`src/rtl/rpb_pkg.sv`:
```
package rpb_pkg;

  localparam int WORD_W      = 32;
  localparam int SEL_W       = 8;
  localparam int AIDX_W      = 5;
  localparam int MAX_REGIONS = 255;
  localparam int MAP_W       = 32;
  localparam int ID_LO_SHIFT = 8;

  typedef enum logic [2:0] {
    ACC_NONE  = 3'd0,
    ACC_ID    = 3'd1,
    ACC_SEL   = 3'd2,
    ACC_WORD  = 3'd3,
    ACC_ALIAS = 3'd4,
    ACC_ENMAP = 3'd5
  } acc_kind_e;

  typedef struct packed {
    acc_kind_e           kind;
    logic                hyp;
    logic                is_lim;
    logic [AIDX_W-1:0]   aidx;
  } acc_dec_t;

  // Effective region count of a bank after the presence rules and the cap.
  function automatic int eff_regions(input int present, input int lo_cnt,
                                     input int own_cnt, input int cap);
    if (present == 0 || lo_cnt == 0) return 0;
    if (own_cnt > cap) return cap;
    return own_cnt;
  endfunction

  // Number of regions visible in the packed enable bitmap.
  function automatic int map_span(input int count);
    return (count < MAP_W) ? count : MAP_W;
  endfunction

  // Bitmap mask that keeps only implemented regions.
  function automatic logic [MAP_W-1:0] map_mask(input int count);
    int span;
    span = map_span(count);
    if (span >= MAP_W) return '1;
    return (MAP_W'(1) << span) - MAP_W'(1);
  endfunction

  // Direct alias region index assembled from the selector fields.
  function automatic logic [AIDX_W-1:0] alias_index(input logic [2:0] o1,
                                                    input logic [3:0] crm,
                                                    input logic [2:0] o2);
    return {o1[0], crm[2:0], o2[2]};
  endfunction

  // Selector write acceptance test.
  function automatic logic sel_ok(input logic [WORD_W-1:0] v, input int count);
    return v < WORD_W'(count);
  endfunction

endpackage

```
`src/rtl/rpb_decode.sv`:
```
module rpb_decode
  import rpb_pkg::*;
(
  input  logic [2:0] opc1,
  input  logic [3:0] crm,
  input  logic [2:0] opc2,
  output acc_dec_t   dec
);

  logic hyp_bank;
  logic plain_o1;

  assign hyp_bank = opc1[2];
  assign plain_o1 = (opc1[1:0] == 2'b00);

  always_comb begin
    dec        = '0;
    dec.kind   = ACC_NONE;
    dec.hyp    = hyp_bank;
    dec.is_lim = opc2[0];
    dec.aidx   = alias_index(opc1, crm, opc2);
    if (crm[3]) begin
      if (!opc1[1] && !opc2[1]) dec.kind = ACC_ALIAS;
    end else begin
      case (crm[2:0])
        3'd0: if (plain_o1 && opc2 == 3'd4) dec.kind = ACC_ID;
        3'd1: if (opc1 == 3'd4 && opc2 == 3'd1) dec.kind = ACC_ENMAP;
        3'd2: if (plain_o1 && opc2 == 3'd1) dec.kind = ACC_SEL;
        3'd3: if (plain_o1 && opc2[2:1] == 2'b00) dec.kind = ACC_WORD;
        default: dec.kind = ACC_NONE;
      endcase
    end
  end

endmodule

```
`src/rtl/rpb_bank.sv`:
```
module rpb_bank
  import rpb_pkg::*;
#(
  parameter int COUNT = 4
) (
  input  logic              clk,
  input  logic              rst_n,
  input  logic              wr_sel,
  input  logic              wr_word,
  input  logic              wr_map,
  input  logic              use_alias,
  input  logic              is_lim,
  input  logic [AIDX_W-1:0] alias_idx,
  input  logic [WORD_W-1:0] wdata,
  output logic [SEL_W-1:0]  sel_q,
  output logic [WORD_W-1:0] rd_word,
  output logic [MAP_W-1:0]  en_map
);

  localparam int STORE = (COUNT > 0) ? COUNT : 1;
  localparam int MAP_N = map_span(COUNT);

  logic [SEL_W-1:0]  sel_r;
  logic [SEL_W-1:0]  tgt;
  logic              idx_hit;
  logic [WORD_W-1:0] base_all [STORE];
  logic [WORD_W-1:0] lim_all  [STORE];

  assign tgt     = use_alias ? {{(SEL_W-AIDX_W){1'b0}}, alias_idx} : sel_r;
  assign idx_hit = int'(tgt) < COUNT;
  assign sel_q   = sel_r;

  always_ff @(posedge clk or negedge rst_n) begin
    if (!rst_n) begin
      sel_r <= '0;
    end else if (wr_sel && sel_ok(wdata, COUNT)) begin
      sel_r <= wdata[SEL_W-1:0];
    end
  end

  for (genvar i = 0; i < STORE; i++) begin : g_region
    logic [WORD_W-1:0] base_q;
    logic [WORD_W-1:0] lim_q;
    logic              hit;

    assign hit = idx_hit && (tgt == SEL_W'(i));

    always_ff @(posedge clk or negedge rst_n) begin
      if (!rst_n) begin
        base_q <= '0;
      end else if (wr_word && hit && !is_lim) begin
        base_q <= wdata;
      end
    end

    if (i < MAP_N) begin : g_mapped
      always_ff @(posedge clk or negedge rst_n) begin
        if (!rst_n) begin
          lim_q <= '0;
        end else if (wr_word && hit && is_lim) begin
          lim_q <= wdata;
        end else if (wr_map) begin
          lim_q[0] <= wdata[i];
        end
      end
    end else begin : g_unmapped
      always_ff @(posedge clk or negedge rst_n) begin
        if (!rst_n) begin
          lim_q <= '0;
        end else if (wr_word && hit && is_lim) begin
          lim_q <= wdata;
        end
      end
    end

    assign base_all[i] = base_q;
    assign lim_all[i]  = lim_q;
  end

  always_comb begin
    rd_word = '0;
    for (int i = 0; i < STORE; i++) begin
      if (idx_hit && tgt == SEL_W'(i)) begin
        rd_word = is_lim ? lim_all[i] : base_all[i];
      end
    end
  end

  for (genvar n = 0; n < MAP_W; n++) begin : g_map
    if (n < MAP_N) begin : g_live
      assign en_map[n] = lim_all[n][0];
    end else begin : g_dead
      assign en_map[n] = 1'b0;
    end
  end

endmodule

```
`src/rtl/rpb_top.sv`:
```
module rpb_top
  import rpb_pkg::*;
#(
  parameter bit MPU_PRESENT = 1'b1,
  parameter int LO_REGIONS  = 12,
  parameter int HI_REGIONS  = 20
) (
  input  logic        clk,
  input  logic        rst_n,
  input  logic        acc_wr,
  input  logic [2:0]  acc_opc1,
  input  logic [3:0]  acc_crm,
  input  logic [2:0]  acc_opc2,
  input  logic [31:0] acc_wdata,
  output logic [31:0] acc_rdata,
  output logic        inval_pulse
);

  localparam int LO_EFF = eff_regions(int'(MPU_PRESENT), LO_REGIONS, LO_REGIONS, MAX_REGIONS);
  localparam int HI_EFF = eff_regions(int'(MPU_PRESENT), LO_REGIONS, HI_REGIONS, MAX_REGIONS);

  acc_dec_t          dec;
  logic [SEL_W-1:0]  sel_q_b   [2];
  logic [WORD_W-1:0] rd_word_b [2];
  logic [MAP_W-1:0]  en_map_b  [2];

  // Named internal events for the checker.
  logic              inval_req;
  logic [SEL_W-1:0]  sel_q_hi;
  logic [SEL_W-1:0]  sel_q_lo;
  logic [MAP_W-1:0]  en_map_hi;
  logic              inval_q;

  rpb_decode u_dec (
    .opc1 (acc_opc1),
    .crm  (acc_crm),
    .opc2 (acc_opc2),
    .dec  (dec)
  );

  for (genvar b = 0; b < 2; b++) begin : g_bank
    logic mine;
    assign mine = (dec.hyp == 1'(b));

    rpb_bank #(
      .COUNT ((b == 1) ? HI_EFF : LO_EFF)
    ) u_bank (
      .clk       (clk),
      .rst_n     (rst_n),
      .wr_sel    (acc_wr && mine && dec.kind == ACC_SEL),
      .wr_word   (acc_wr && mine && (dec.kind == ACC_WORD || dec.kind == ACC_ALIAS)),
      .wr_map    (acc_wr && mine && dec.kind == ACC_ENMAP),
      .use_alias (dec.kind == ACC_ALIAS),
      .is_lim    (dec.is_lim),
      .alias_idx (dec.aidx),
      .wdata     (acc_wdata),
      .sel_q     (sel_q_b[b]),
      .rd_word   (rd_word_b[b]),
      .en_map    (en_map_b[b])
    );
  end

  assign sel_q_hi  = sel_q_b[1];
  assign sel_q_lo  = sel_q_b[0];
  assign en_map_hi = en_map_b[1];

  assign inval_req = acc_wr && (dec.kind == ACC_WORD || dec.kind == ACC_ALIAS ||
                                dec.kind == ACC_ENMAP);

  always_ff @(posedge clk or negedge rst_n) begin
    if (!rst_n) inval_q <= 1'b0;
    else        inval_q <= inval_req;
  end

  assign inval_pulse = inval_q;

  always_comb begin
    acc_rdata = '0;
    case (dec.kind)
      ACC_ID:    acc_rdata = dec.hyp ? WORD_W'(HI_EFF) : (WORD_W'(LO_EFF) << ID_LO_SHIFT);
      ACC_SEL:   acc_rdata = WORD_W'(dec.hyp ? sel_q_hi : sel_q_lo);
      ACC_WORD,
      ACC_ALIAS: acc_rdata = rd_word_b[dec.hyp];
      ACC_ENMAP: acc_rdata = en_map_b[dec.hyp];
      default:   acc_rdata = '0;
    endcase
  end

endmodule

```
`config.mk`:
```
export PLATFORM = sky130hd
export DESIGN_NAME = rpb_top
export DESIGN_NICKNAME = d
export VERILOG_FILES = /design/src/rtl/rpb_pkg.sv /design/src/rtl/rpb_decode.sv /design/src/rtl/rpb_bank.sv /design/src/rtl/rpb_top.sv
export SDC_FILE = /design/constraint.sdc
export NUM_CORES = 2
export LEC_CHECK = 0
export ABC_AREA = 1
export BUFFER_PORTS_ARGS = -buffer_cell sky130_fd_sc_hd__buf_2
export CAP_MARGIN = 40
export CORE_MARGIN = 1
export CORE_UTILIZATION = 55
export CTS_BUF_LIST = sky130_fd_sc_hd__clkbuf_8 sky130_fd_sc_hd__clkbuf_16
export CTS_CLUSTER_DIAMETER = 200
export DETAILED_ROUTE_END_ITERATION = 10
export PLACE_DENSITY = 0.75
export RECOVER_POWER = 50
export SYNTH_ARGS = -nofsm -noshare
export SYNTH_HDL_FRONTEND = slang
export SYNTH_HIERARCHICAL = 1
export SYNTH_SLANG_ARGS = --single-unit
```
`constraint.sdc`:
```
create_clock -name clk -period 5.79 [get_ports clk]
set_input_delay 0.579 -clock clk [delete_from_list [all_inputs] [get_ports clk]]
set_output_delay 0.579 -clock clk [all_outputs]
set_load 0.05 [all_outputs]
```
==> key figures <==
Outcome
  • Status: complete, but fails checks
  • Failing checks: max-capacitance violations, max-slew violations

Final layout
  • Final Util: 60.58%
  • Final instance area: 105,400 µm²
  • Fillers: between 10,000 and 15,000
  • Final nets: ~11,000
  • Share of cells above drive strength 1: 10.12%
  • Area Overhead vs Synth: 9.349%

Setup path
  • WP buf/inv: 8
  • Reg2reg end: g_bank[1].u_bank/g_region[16].lim_q[11]$_DFFE_PN0P_
  • R2R depth: 13
  • Slowest cell on the critical path: nor2_1
  • Critical Path Most Common Cell: nand2_1
  • R2R setup slack: between 2000 and 2500 ps
  • Critical path type: input port to output pin
  • Required time worst endpoint: 5210 ps
  • Critical Path Start Type: input port
  • Worst r2r src: g_bank[1].u_bank/sel_q[2]$_DFFE_PN0P_
  • Worst path arrival time: 4950 ps
  • Max stage delay on crit path: 290 ps
  • Worst setup EP type: output pin
  • Crit Path Max Fanout: 33
  • Top Family by Delay on Critical Path: simple AND/OR/NAND/NOR gates

Timing
  • Slew Limit Fails: 879
  • RSZ-0062 raised after global routing: no
  • Final cycle utilization of the critical path: 95.55%
  • Hold Violations, Final: 0
  • Max Clock Freq: 0.1808 GHz
  • Slew HR: -151.4%
  • Fin Setup TNS: 0 ps
  • Final period demand of the worst path: 5532 ps
  • Final setup fails: 0
  • Post-Route Skew: 26.74 ps
  • Worst-Margin Slew: 3771 ps
  • Fin worst setup slack: 257.8 ps

Yosys
  • Syn Area/Cell: 8.107 µm²
  • Post-synth EDFFs: 0
  • Synth top area cells: dfrtp_1 (54%), nand2_1 (16%), o21ai_0 (8.7%)
  • Top cells by count, synth: nand2_1 (4,223), dfrtp_1 (2,065), o21ai_0 (1,680), clkbuf_1 (773), o21ai_1 (521)
  • Cell with the most instances after synthesis: nand2_1
  • Seq/Total Area, Yosys: a little over half
  • Synthesis Warnings: 6
  • Most used DFF post-synth: dfrtp_1
  • Gate Count Post-Synth: 11,890
  • Async set or reset register ratio after synthesis: 100.0%
  • Share of the synthesized area in the top cell type: 53.61%
  • Synth cell types: between 40 and 50
  • Netlist Area Pre-Place: 96,400 µm²
  • Synth Register Bits: 2,065
  • Top cell type by total area after synthesis: dfrtp_1

Power
  • Sw Ratio: 23.75%
  • Peak supply drop: 0.3133 mV
  • Sequential power share: 48.8%
  • PwrDens: 280.9 nW/µm²
  • Switching power: between 7 and 8 mW
  • Cell internal pwr: approximately 23 mW
  • Clock power share: 46.7%
  • Logic pwr share: 4.5%
  • Lkg Pwr: 50.35 nW

Placed design
  • Worst slack at placement: 262.4 ps
  • Input/output buffers: 77
  • Post-DP Area: 98,440 µm²
  • Final GP Congestion: 0.9288
  • Detail Placement HPWL: 178.9 mm

Clock network
  • # H-tree levels: 4
  • Worst skew pair latency: 890 ps
  • Root Buffer: clkbuf_16
  • Clock sink total: 2,065
  • Num CTS Buffers: 210
  • Clock Pin Slew Worst Setup and Hold Paths: 60 ps
  • Clock Tree Buf Depth: 3
  • CTS tree: done

Worst hold path
  • Min-Delay Startpoint: acc_wdata[0]
  • HP Class: input port to register
  • Hold Path Sink: g_bank[0].u_bank/g_region[4].lim_q[0]$_DFFE_PN0P_
  • Hold Path Stages: 3

Job
  • Max Cap Violations: 8

Floorplanning
  • Starting Density: 55.40%
  • Core Area: 174,000 µm²
  • FP Rows: 153
  • Die Wd: 420.7 µm
  • I/O pin total: 78
  • Die Ht: 420.7 µm
  • Die ar.: 176,900 µm²

Routing
  • Antenna viol nets, final: 0
  • Drt via density: 5.920
  • Routed wire length per instance: 21.40 µm
  • Via count: 82,390
  • Drt drc: 0
  • Initial DRC Count: around 10,000
  • Drt first pass iters: 9
  • Drt total wl: 297.8 mm

Global routing
  • Overall Global Routing Usage: 34.03%
  • First-pass GRT wire length: 467.6 mm
  • Number of antenna violations at the first check in global routing: 7
  • Largest net degree at the start of global routing: 198
  • Grt total ovfl: 0
  • Number of global-route vias before repair: 78,950
sequential cells by signal (all words and copies together), names as in the netlist:
name and count:
inval_pulse 1, g_bank.u_bank/g_region.lim_q 1024, g_bank.u_bank/g_region.base_q 1024, g_bank.u_bank/sel_q 16
cell families (layout without fill, tap and decap cells):
group           Yosys count  after routing  synth area share [%]
compound gates         2675           2675                 15.12
buf+inv                1356           1026                 5.912
flops                  2065           2065                 53.61
mux                      32             32                0.3323
other cells               2             33              0.007791
simple gates           5761           5761                 25.02
worst max-delay path by stage:
stage                      startpoint       endpoint  slack [ps]  cells past startpoint
after floorplan           acc_opc2[2]   acc_rdata[2]        1470                     30
after global placement    acc_opc1[0]  acc_rdata[12]         230                     30
after detailed placement  acc_opc1[0]  acc_rdata[12]         260                     30
after CTS                 acc_opc1[0]  acc_rdata[12]         230                     30
after global routing      acc_opc1[0]  acc_rdata[23]          20                     29
final                     acc_opc1[0]  acc_rdata[12]         260                     31
per-layer routing:
layer / track usage (%) / part of all wire, %
met5: 0 / 0.0067
met4: 20.41 / 6.8
met3: 5.739 / 8.2
met2: 52.90 / 46
met1: 44.85 / 40
timing repair:
item	CTS	global route
gates resized for setup	0	5
buffers inserted	0	0
setup endpoints to repair	0	8
endpoints found under the hold margin	111	0
hold buffers	5	0
power groups by stage:
stage                     logic (mW)  clock network [mW]  registers [mW]
final                           1.35                13.8            14.4
after global routing            1.45                14.6            14.4
after CTS                       1.35                14.0            14.4
after detailed placement        1.34                   0            14.7
after global placement          1.30                   0            14.7
after floorplan                0.629                   0            14.7
layout make-up:
class / instances / area, µm² / area share, %
inverter: 300 / 1149 / 1.090
multi-input combinational: 8500 / 39280 / 37.26
clock buffer: 255 / 5897 / 5.594
antenna: 1 / 2.502 / 0.002374
tap: 2325 / 2909 / 2.760
clock inverter: 133 / 1177 / 1.117
timing repair buffer: 338 / 3322 / 3.151
sequential: 2065 / 51670 / 49.02
metrics by stage:
step	instances	hold WS (ps)	power, mW
finish	13920	142.3	29.61
global route	13920	126.2	30.44
detailed placement	13520	465.4	16.05
global placement	13500	458.2	16.01
floorplan	11920	283.4	15.34
CTS	13920	96.88	29.74
placed cells by master, fill, tap and decap left out, drive strengths merged:
cell / Yosys / layout
o211ai: 368 / 368
clkinvlp: 0 / 5
nand4: 182 / 182
nor4: 5 / 5
o2111ai: 1 / 1
o21bai: 32 / 32
nand3: 421 / 421
diode: 0 / 1
nor2: 538 / 538
dfrtp: 2065 / 2065
a221oi: 1 / 1
a21oi: 6 / 6
clkinv: 6 / 71
mux2i: 32 / 32
clkbuf: 773 / 272
a31oi: 2 / 2
conb: 2 / 32
nand2: 4242 / 4242
nor3: 16 / 16
dlygate4sd3: 0 / 5
buf: 283 / 316
nor3b: 2 / 2
inv: 294 / 342
o21ai: 2201 / 2201
or2: 355 / 355
o31ai: 64 / 64
bufinv: 0 / 15
tightest hold or removal path, delay by kind of cell:
family	cells	cell delay [ps]
simple gates	1	110
compound gates	1	60
buf+inv	1	210
No activity file was read; power rests on OpenSTA's default activity.
